`config.mk`:
```
export PLATFORM = sky130hd
export DESIGN_NAME = txn_seq_trigger
export DESIGN_NICKNAME = d
export VERILOG_FILES = /design/src/rtl/txn_seq_pkg.sv /design/src/rtl/txn_seq_fsm.sv /design/src/rtl/txn_seq_stats.sv /design/src/rtl/txn_seq_trigger.sv
export SDC_FILE = /design/constraint.sdc
export NUM_CORES = 1
export LEC_CHECK = 0
export BUFFER_PORTS_ARGS = -buffer_cell sky130_fd_sc_hd__clkbuf_2
export CORE_ASPECT_RATIO = 0.75
export CORE_MARGIN = 3
export CORE_UTILIZATION = 57
export CTS_CLUSTER_DIAMETER = 100
export DETAILED_ROUTE_END_ITERATION = 10
export PLACE_DENSITY = 0.81
export SLEW_MARGIN = 40
export SYNTH_ARGS = -nofsm -noshare
export SYNTH_HDL_FRONTEND = slang
export SYNTH_SLANG_ARGS = --single-unit
```
`constraint.sdc`:
```
create_clock -name clk -period 2.8 [get_ports clk]
set_input_delay 0.42 -clock clk [delete_from_list [all_inputs] [get_ports clk]]
set_output_delay 0.42 -clock clk [all_outputs]
set_load 0.01 [all_outputs]
```
`src/rtl/txn_seq_pkg.sv`:
```
package txn_seq_pkg;

    typedef enum logic [1:0] {
        ST_IDLE     = 2'd0,
        ST_WAIT_ACK = 2'd1,
        ST_WAIT_GNT = 2'd2
    } seq_state_e;

endpackage

```
`src/rtl/txn_seq_fsm.sv`:
```
module txn_seq_fsm
    import txn_seq_pkg::*;
#(
    parameter int TO_W  = 8,
    parameter int LAT_W = 16
) (
    input  logic             clk,
    input  logic             rst_n,
    input  logic             enable_i,
    input  logic [TO_W-1:0]  timeout_i,
    input  logic             req_i,
    input  logic             ack_i,
    input  logic             gnt_i,
    output logic             done_o,
    output logic [LAT_W-1:0] done_lat_o,
    output logic             abort_o
);

    localparam logic [LAT_W-1:0] LAT_MAX = {LAT_W{1'b1}};

    typedef struct packed {
        seq_state_e       st;
        logic [TO_W-1:0]  wait_cnt;
        logic [LAT_W-1:0] lat;
    } fsm_regs_t;

    fsm_regs_t q, d;
    logic [LAT_W-1:0] lat_inc;
    logic             timed_out;

    always_comb begin
        d         = q;
        done_o    = 1'b0;
        abort_o   = 1'b0;
        lat_inc   = (q.lat == LAT_MAX) ? q.lat : q.lat + LAT_W'(1);
        timed_out = (timeout_i != '0) && (q.wait_cnt == timeout_i - TO_W'(1));

        case (q.st)
            ST_IDLE: begin
                if (req_i) begin
                    d.st       = ST_WAIT_ACK;
                    d.wait_cnt = '0;
                    d.lat      = LAT_W'(1);
                end
            end
            ST_WAIT_ACK: begin
                d.lat = lat_inc;
                if (ack_i) begin
                    d.st       = ST_WAIT_GNT;
                    d.wait_cnt = '0;
                end else if (gnt_i) begin
                    d.st = ST_IDLE;
                end else if (timed_out) begin
                    d.st    = ST_IDLE;
                    abort_o = 1'b1;
                end else begin
                    d.wait_cnt = q.wait_cnt + TO_W'(1);
                end
            end
            ST_WAIT_GNT: begin
                d.lat = lat_inc;
                if (gnt_i) begin
                    d.st   = ST_IDLE;
                    done_o = 1'b1;
                end else if (timed_out) begin
                    d.st    = ST_IDLE;
                    abort_o = 1'b1;
                end else begin
                    d.wait_cnt = q.wait_cnt + TO_W'(1);
                end
            end
            default: d.st = ST_IDLE;
        endcase

        if (!enable_i) begin
            d.st    = ST_IDLE;
            done_o  = 1'b0;
            abort_o = 1'b0;
        end
    end

    assign done_lat_o = q.lat;

    always_ff @(posedge clk or negedge rst_n) begin
        if (!rst_n) begin
            q.st       <= ST_IDLE;
            q.wait_cnt <= '0;
            q.lat      <= '0;
        end else begin
            q <= d;
        end
    end

endmodule

```
`src/rtl/txn_seq_stats.sv`:
```
module txn_seq_stats #(
    parameter int CNT_W = 16,
    parameter int LAT_W = 16
) (
    input  logic             clk,
    input  logic             rst_n,
    input  logic             clear_i,
    input  logic             stop_mode_i,
    input  logic             done_i,
    input  logic [LAT_W-1:0] done_lat_i,
    input  logic             abort_i,
    output logic             trig_start_o,
    output logic             trig_stop_o,
    output logic             abort_flag_o,
    output logic [CNT_W-1:0] count_o,
    output logic [LAT_W-1:0] last_lat_o,
    output logic [LAT_W-1:0] max_lat_o
);

    localparam logic [CNT_W-1:0] CNT_MAX = {CNT_W{1'b1}};

    typedef struct packed {
        logic             trig_start;
        logic             trig_stop;
        logic             abort_flag;
        logic [CNT_W-1:0] count;
        logic [LAT_W-1:0] last_lat;
        logic [LAT_W-1:0] max_lat;
    } stat_regs_t;

    stat_regs_t q, d;

    always_comb begin
        d            = q;
        d.trig_start = done_i & ~stop_mode_i;
        d.trig_stop  = done_i & stop_mode_i;
        if (done_i) begin
            if (q.count != CNT_MAX) begin
                d.count = q.count + CNT_W'(1);
            end
            d.last_lat = done_lat_i;
            if (done_lat_i > q.max_lat) begin
                d.max_lat = done_lat_i;
            end
        end
        if (abort_i) begin
            d.abort_flag = 1'b1;
        end
        if (clear_i) begin
            d.count      = '0;
            d.last_lat   = '0;
            d.max_lat    = '0;
            d.abort_flag = 1'b0;
        end
    end

    always_ff @(posedge clk or negedge rst_n) begin
        if (!rst_n) begin
            q <= '0;
        end else begin
            q <= d;
        end
    end

    assign trig_start_o = q.trig_start;
    assign trig_stop_o  = q.trig_stop;
    assign abort_flag_o = q.abort_flag;
    assign count_o      = q.count;
    assign last_lat_o   = q.last_lat;
    assign max_lat_o    = q.max_lat;

endmodule

```
`src/rtl/txn_seq_trigger.sv`:
```
module txn_seq_trigger #(
    parameter int TO_W  = 8,
    parameter int CNT_W = 16,
    parameter int LAT_W = 16
) (
    input  logic             clk,
    input  logic             rst_n,
    input  logic             enable_i,
    input  logic             stop_mode_i,
    input  logic             clear_i,
    input  logic [TO_W-1:0]  timeout_i,
    input  logic             req_i,
    input  logic             ack_i,
    input  logic             gnt_i,
    output logic             trig_start_o,
    output logic             trig_stop_o,
    output logic             abort_o,
    output logic [CNT_W-1:0] count_o,
    output logic [LAT_W-1:0] last_lat_o,
    output logic [LAT_W-1:0] max_lat_o
);

    logic             seq_done;
    logic             seq_abort;
    logic [LAT_W-1:0] seq_lat;

    txn_seq_fsm #(
        .TO_W  (TO_W),
        .LAT_W (LAT_W)
    ) fsm_i (
        .clk        (clk),
        .rst_n      (rst_n),
        .enable_i   (enable_i),
        .timeout_i  (timeout_i),
        .req_i      (req_i),
        .ack_i      (ack_i),
        .gnt_i      (gnt_i),
        .done_o     (seq_done),
        .done_lat_o (seq_lat),
        .abort_o    (seq_abort)
    );

    txn_seq_stats #(
        .CNT_W (CNT_W),
        .LAT_W (LAT_W)
    ) stats_i (
        .clk          (clk),
        .rst_n        (rst_n),
        .clear_i      (clear_i),
        .stop_mode_i  (stop_mode_i),
        .done_i       (seq_done),
        .done_lat_i   (seq_lat),
        .abort_i      (seq_abort),
        .trig_start_o (trig_start_o),
        .trig_stop_o  (trig_stop_o),
        .abort_flag_o (abort_o),
        .count_o      (count_o),
        .last_lat_o   (last_lat_o),
        .max_lat_o    (max_lat_o)
    );

endmodule

```
; Word-level counts from Yosys, hierarchy flattened
; Cells that the tools add are included.
[word_totals]
output_inout_bits = 51
wordCells = 58
input_bits = 16
reg_bits = 77
[op_classes]
muxes = 23
add_sub_neg = 4
n_reduce_logical = 11
n_lt_le_gt_ge = 1
bitwise_logic = 3
n_eq_ne = 7
[ops]
columns = op, n
row1 = one-hot mux 24 bit (3 select lines), 1
row2 = two-way mux 49 bit, 1
row3 = two-way mux 16 bit, 3
row4 = two-way mux 48 bit, 1
row5 = adder 16 x 1 -> 16 bit (second input constant), 2
row6 = two-way mux 26 bit, 1
row7 = == test 16 bit (second input constant), 1
row8 = > comparator 16 bit, 1
row9 = two-way mux 8 bit, 2
row10 = inequality test 16 bit (second input constant), 1
row11 = two-way mux 10 bit, 1
row12 = adder 8 x 1 -> 8 bit (second input constant), 1
row13 = == test 8 bit, 1
row14 = two-way mux 1 bit, 8
row15 = nonzero test 2 bit, 4
row16 = nonzero test 8 bit, 1
row17 = subtractor 8 x 1 -> 8 bit (second input constant), 1
row18 = two-way mux 2 bit, 3
row19 = one-hot mux 2 bit (3 select lines), 1
row20 = AND reduction 2 bit, 3
row21 = inequality test 3 bit (second input constant), 1
row22 = nonzero test 3 bit, 1
row23 = bitwise AND 1 bit, 2
row24 = == test 2 x 1 -> 1 bit (second input constant), 1
row25 = 6 further kinds, 6

; Longest topological paths before layout
[logic_depth]
ltp_word = 10
depth_mapped = 11
depth_no_buf = 9

; Cells and area by module
; A second synthesis with hierarchy kept.
[hier_totals]
hier_cells = 503
hier_area_um2 = 4752.1
[modules_own_cells]
columns = module, n_inst, area_each_um2, seq_area_each_um2, cells_per_inst
row1 = txn_seq_stats, 1, 2746.4, 1276.2, 268
row2 = txn_seq_fsm, 1, 2005.7, 650.6, 235

; Least setup slack after synthesis
; OpenSTA, ideal clock, no wires.
[synth_path]
path_kind = register to register
startpoint = register stats_i.q (netlist bit stats_i.max_lat_o[1])
endpoint = register stats_i.q (netlist bit stats_i.max_lat_o[6])
setup_ps = 132
required_ps = 2668
arrival_time_ps = 2167
period_less_slack_ps = 2299
n_path_buf = 1
setup_slack_ps = 501
stages_incl_launch_ff = 11
path_cell_list = dfrtp_1 -> inv_1 -> ha_1 -> nor2b_1 -> o211ai_1 -> a21oi_1 -> o21ai_0 -> a211oi_2 -> buf_4 -> mux2i_1 -> nor2_1
[synth_via]
elab_chain_cells = 3
[synth_lines]
columns = item, line_no
row1 = "start, declared", txn_seq_stats.sv:31  ; stat_regs_t q, d;
row2 = "start signal, assigned", txn_seq_stats.sv:59  ; q <= '0;
row3 = "start signal, assigned", txn_seq_stats.sv:61  ; q <= d;
row4 = > comparator 16 bit, txn_seq_stats.sv:42  ; if (done_lat_i > q.max_lat) begin
row5 = nonzero test 2 bit (no source line), n/a
row6 = AND reduction 2 bit (no source line), n/a
; Every way passes these cells.
; A chain may end at the register's enable or synchronous reset.

; Final worst setup path
[layout_path]
startpoint = register fsm_i.q (netlist bit fsm_i.done_lat_o[15])
endpoint = register stats_i.q (netlist bit stats_i.max_lat_o[15])
[layout_via]
elab_chain_cells = 3
word_cells_on_any_way = 6
cone_classes = order compare: 1 / mux: 3 / reduce/logical: 2
[layout_lines]
columns = item, line_no
row1 = "start, declared", txn_seq_fsm.sv:27  ; fsm_regs_t q, d;
row2 = > comparator 16 bit or two-way mux 16 bit (tied branches), txn_seq_stats.sv:42
row3 = nonzero test 2 bit (no source line) or two-way mux 48 bit (tied branches), n/a
row4 = AND reduction 2 bit (no source line) or two-way mux 49 bit (tied branches), n/a
; Several ways; a longest one is shown, not always the timed one. The select of a mux whose other input is x is not followed.

==> flow_summary.json <==
{
  "die_area_sq_um": 8860,
  "clk_latency_ps": 370,
  "tightestPinTransition_ps": 680,
  "status": "completed",
  "worstPathArrival_ps": 2550,
  "power_density_nw_per_um2": 447,
  "ys_ff_latch": 77,
  "hp-class": "in -> async",
  "grt_pass1_wl_mm": 17.2,
  "clock_path_buffers": 2,
  "p_comb_share_pct": 8.3,
  "syn_nets": 533,
  "ant_nets": 0,
  "cts_resized": 0,
  "numCtsBuffers": 9,
  "async_flop_share_pct": 100,
  "cts.sinks": 77,
  "slew_headroom_pct": 54.7,
  "internal_power_mw": 1.69,
  "rsz0062_at_grt": "no",
  "core_area_sq_um": 7430,
  "ys_top_cells_by_count": "dfrtp_1 (77), nand2_1 (59), nor2_1 (50)",
  "worstSetupPathType": "reg -> reg",
  "synthCells": 492,
  "clockRootBuffer": "clkbuf_8",
  "swShare_pct": 25.6,
  "dieWidth_um": 108,
  "rows": 27,
  "worstPathRequired_ps": 3030,
  "grt_overflow": 0,
  "final_max_slew_viol_count": 0,
  "drt-pass1-iter-count": 5,
  "fin_setup_tns_ps": 0,
  "ys_types": 53,
  "syn_area_per_cell_sq_um": 8.99,
  "cts_hold_buf": 0,
  "grtUsageTotal_pct": 24.7,
  "dr.first_iter.drc_count": 236,
  "clockPowerShare_pct": 41.9,
  "antenna_found_initial": 0,
  "vias": 3929,
  "finalSetupViolCount": 0,
  "cp-end-kind": "flip-flop",
  "period_minus_slack_ps": 2330,
  "startpoint_type": "flip-flop",
  "drv_cap": 0,
  "drive_gt1_share_pct": 18.3,
  "yosysSeqAreaShare_pct": 43.6,
  "port_buffers": 66,
  "period_share_pct": 83.0,
  "pin_count": 67,
  "worst_ir_drop_vdd_mv": 0.271,
  "cts_tree": "yes",
  "clk_pin_slew_ps": 90,
  "antenna_cells": 0,
  "grt_max_degree": 78,
  "fin_skew_ps": 12.0,
  "clock.fmax_ghz": 0.430,
  "dp_hpwl_mm": 7.44,
  "grt_pass1_vias": 3643,
  "yosysMostFrequentCell": "dfrtp_1",
  "dp.cells": 649,
  "final_cells": 665,
  "routed_wl_mm": 10.4,
  "switchingPower_mw": 0.583,
  "routedWlPerCell_um": 15.7,
  "cts_setup_buffers": 0,
  "synth_top_area_cell": "dfrtp_1",
  "synth_warnings": 0,
  "pwr-share-seq_pct": 49.8,
  "p_leak_nw": 2.35,
  "gp_congestion": 0.844,
  "synthesis.area_sq_um": 4420,
  "via_per_inst": 5.91,
  "synth_area_leaders": "dfrtp_1 (44%), ha_1 (7.1%), a21oi_1 (5.1%), nand2_1 (5.0%), nor2_1 (4.2%)",
  "cts_htree_levels": 3,
  "die_height_um": 82.3,
  "drc": 0,
  "reg2reg_from": "fsm_i.done_lat_o[15]",
  "n_fill_cell": 605,
  "start_util_pct": 59.5,
  "worstPathMaxFanout": 16,
  "hold_violations": 0,
  "synth_top_area_share_pct": 43.6,
  "syn2layout_area_growth_pct": 15.2,
  "synthFlopType": "dfrtp_1",
  "nNetsFinal": 600,
  "startpoint": "fsm_i.done_lat_o[15]",
  "synth_edf_count": 0
}
-- layout by cell type (no fill, tap or decap), types with 2 or more instances in the layout --
| master | netlist | final |
|---|---|---|
| and3_1 | 6 | 6 |
| nand2_1 | 59 | 59 |
| a21o_1 | 6 | 6 |
| or4_1 | 6 | 6 |
| and2_1 | 7 | 7 |
| o31ai_1 | 3 | 3 |
| a31oi_1 | 6 | 6 |
| o41ai_1 | 2 | 2 |
| o21ai_0 | 24 | 24 |
| clkbuf_2 | 1 | 65 |
| ha_1 | 25 | 25 |
| inv_1 | 27 | 27 |
| or2_2 | 3 | 3 |
| bufinv_16 | 0 | 2 |
| nand3_1 | 24 | 24 |
| o211ai_1 | 6 | 6 |
| dfrtp_1 | 77 | 77 |
| nand2b_1 | 3 | 3 |
| and4_1 | 2 | 2 |
| a21oi_1 | 45 | 45 |
| mux2i_1 | 18 | 18 |
| nand4_1 | 14 | 14 |
| clkbuf_8 | 0 | 9 |
| or3_1 | 4 | 4 |
| nor2b_1 | 4 | 4 |
| nor3_1 | 4 | 4 |
| buf_4 | 1 | 11 |
| nor4_1 | 2 | 2 |
| xor2_1 | 11 | 11 |
| a22o_1 | 2 | 2 |
| clkinvlp_4 | 0 | 2 |
| xnor2_1 | 9 | 9 |
| a31o_2 | 3 | 3 |
| a41oi_1 | 2 | 2 |
| nor2_1 | 50 | 50 |
-- kinds of logic after synthesis --
family	synth area share, %
XOR/XNOR	3.96
AND/OR/NAND/NOR	21.4
multiplexers	4.33
AO/OA/AOI/OAI	15.2
buffers and inverters	4.47
adder cells (fa/ha/maj)	7.07
flip-flops	43.6
-- critical path: stages (launching register included) --
cell and delay, ps:
dfrtp_1 470, ha_1 340, nand4_1 240, a21oi_1 200, a211oi_1 100, a211oi_2 230, buf_4 320, mux2i_1 230
nor2_1 60
-- power groups by stage --
stage,combinational (mW),sequential (mW),clock [mW]
finish,0.189,1.13,0.954
detailed placement,0.187,1.15,0
global placement,0.179,1.15,0
global route,0.212,1.13,1.02
floorplan,0.112,1.15,0
CTS,0.188,1.13,0.974
-- layer usage --
layer  global-route usage [%]  vias up  routed length, um
li1                         -     1878                  -
met1                     33.6     1878               4810
met2                     39.5      156               4750
met3                     5.67       17                738
met4                     8.20        0                137
met5                        0        -                  0
-- area by class of cell --
class	count	area (sq um)	share of cell area [%]
inverters	27	101	1.99
clock inverters	6	95.1	1.87
flip-flops and latches	77	1930	37.8
repair buffers	77	419	8.23
clock buffers	10	128	2.50
multi-input cells	367	2300	45.1
well taps	101	126	2.48
-- path summary, 6_finish.rpt --
check                                         endpoint  slack (ps)  cells past startpoint
worst max-delay path             stats_i.max_lat_o[15]         470                      8
worst min-delay path            stats_i.last_lat_o[12]          60                      1
worst max register to register   stats_i.max_lat_o[15]         470                      8
worst min register to register   stats_i.last_lat_o[2]         530                      2
max in group asynchronous          fsm_i.done_lat_o[5]        2260                      1
min in group clk                  stats_i.trig_start_o         200                      2
-- state kept, by name (all words and copies together) (netlist names) --
name,count
fsm_i.done_lat_o,16
fsm_i.q,10
stats_i.abort_flag_o,1
stats_i.count_o,16
stats_i.last_lat_o,16
stats_i.max_lat_o,16
stats_i.trig_start_o,1
stats_i.trig_stop_o,1
-- metrics by stage --
stage	util [%]	setup slack [ps]	hold slack, ps	area, sq um	power [mW]
2_1_floorplan	-	501	124	4420	1.26
3_3_place_gp	65.5	448	503	4870	1.33
3_5_place_dp	65.6	317	496	4870	1.34
4_1_cts	68.6	496	92.3	5090	2.29
5_1_grt	68.6	380	103	5090	2.36
6_report	68.6	475	55.3	5090	2.28
(Power assumes the default switching activity.)
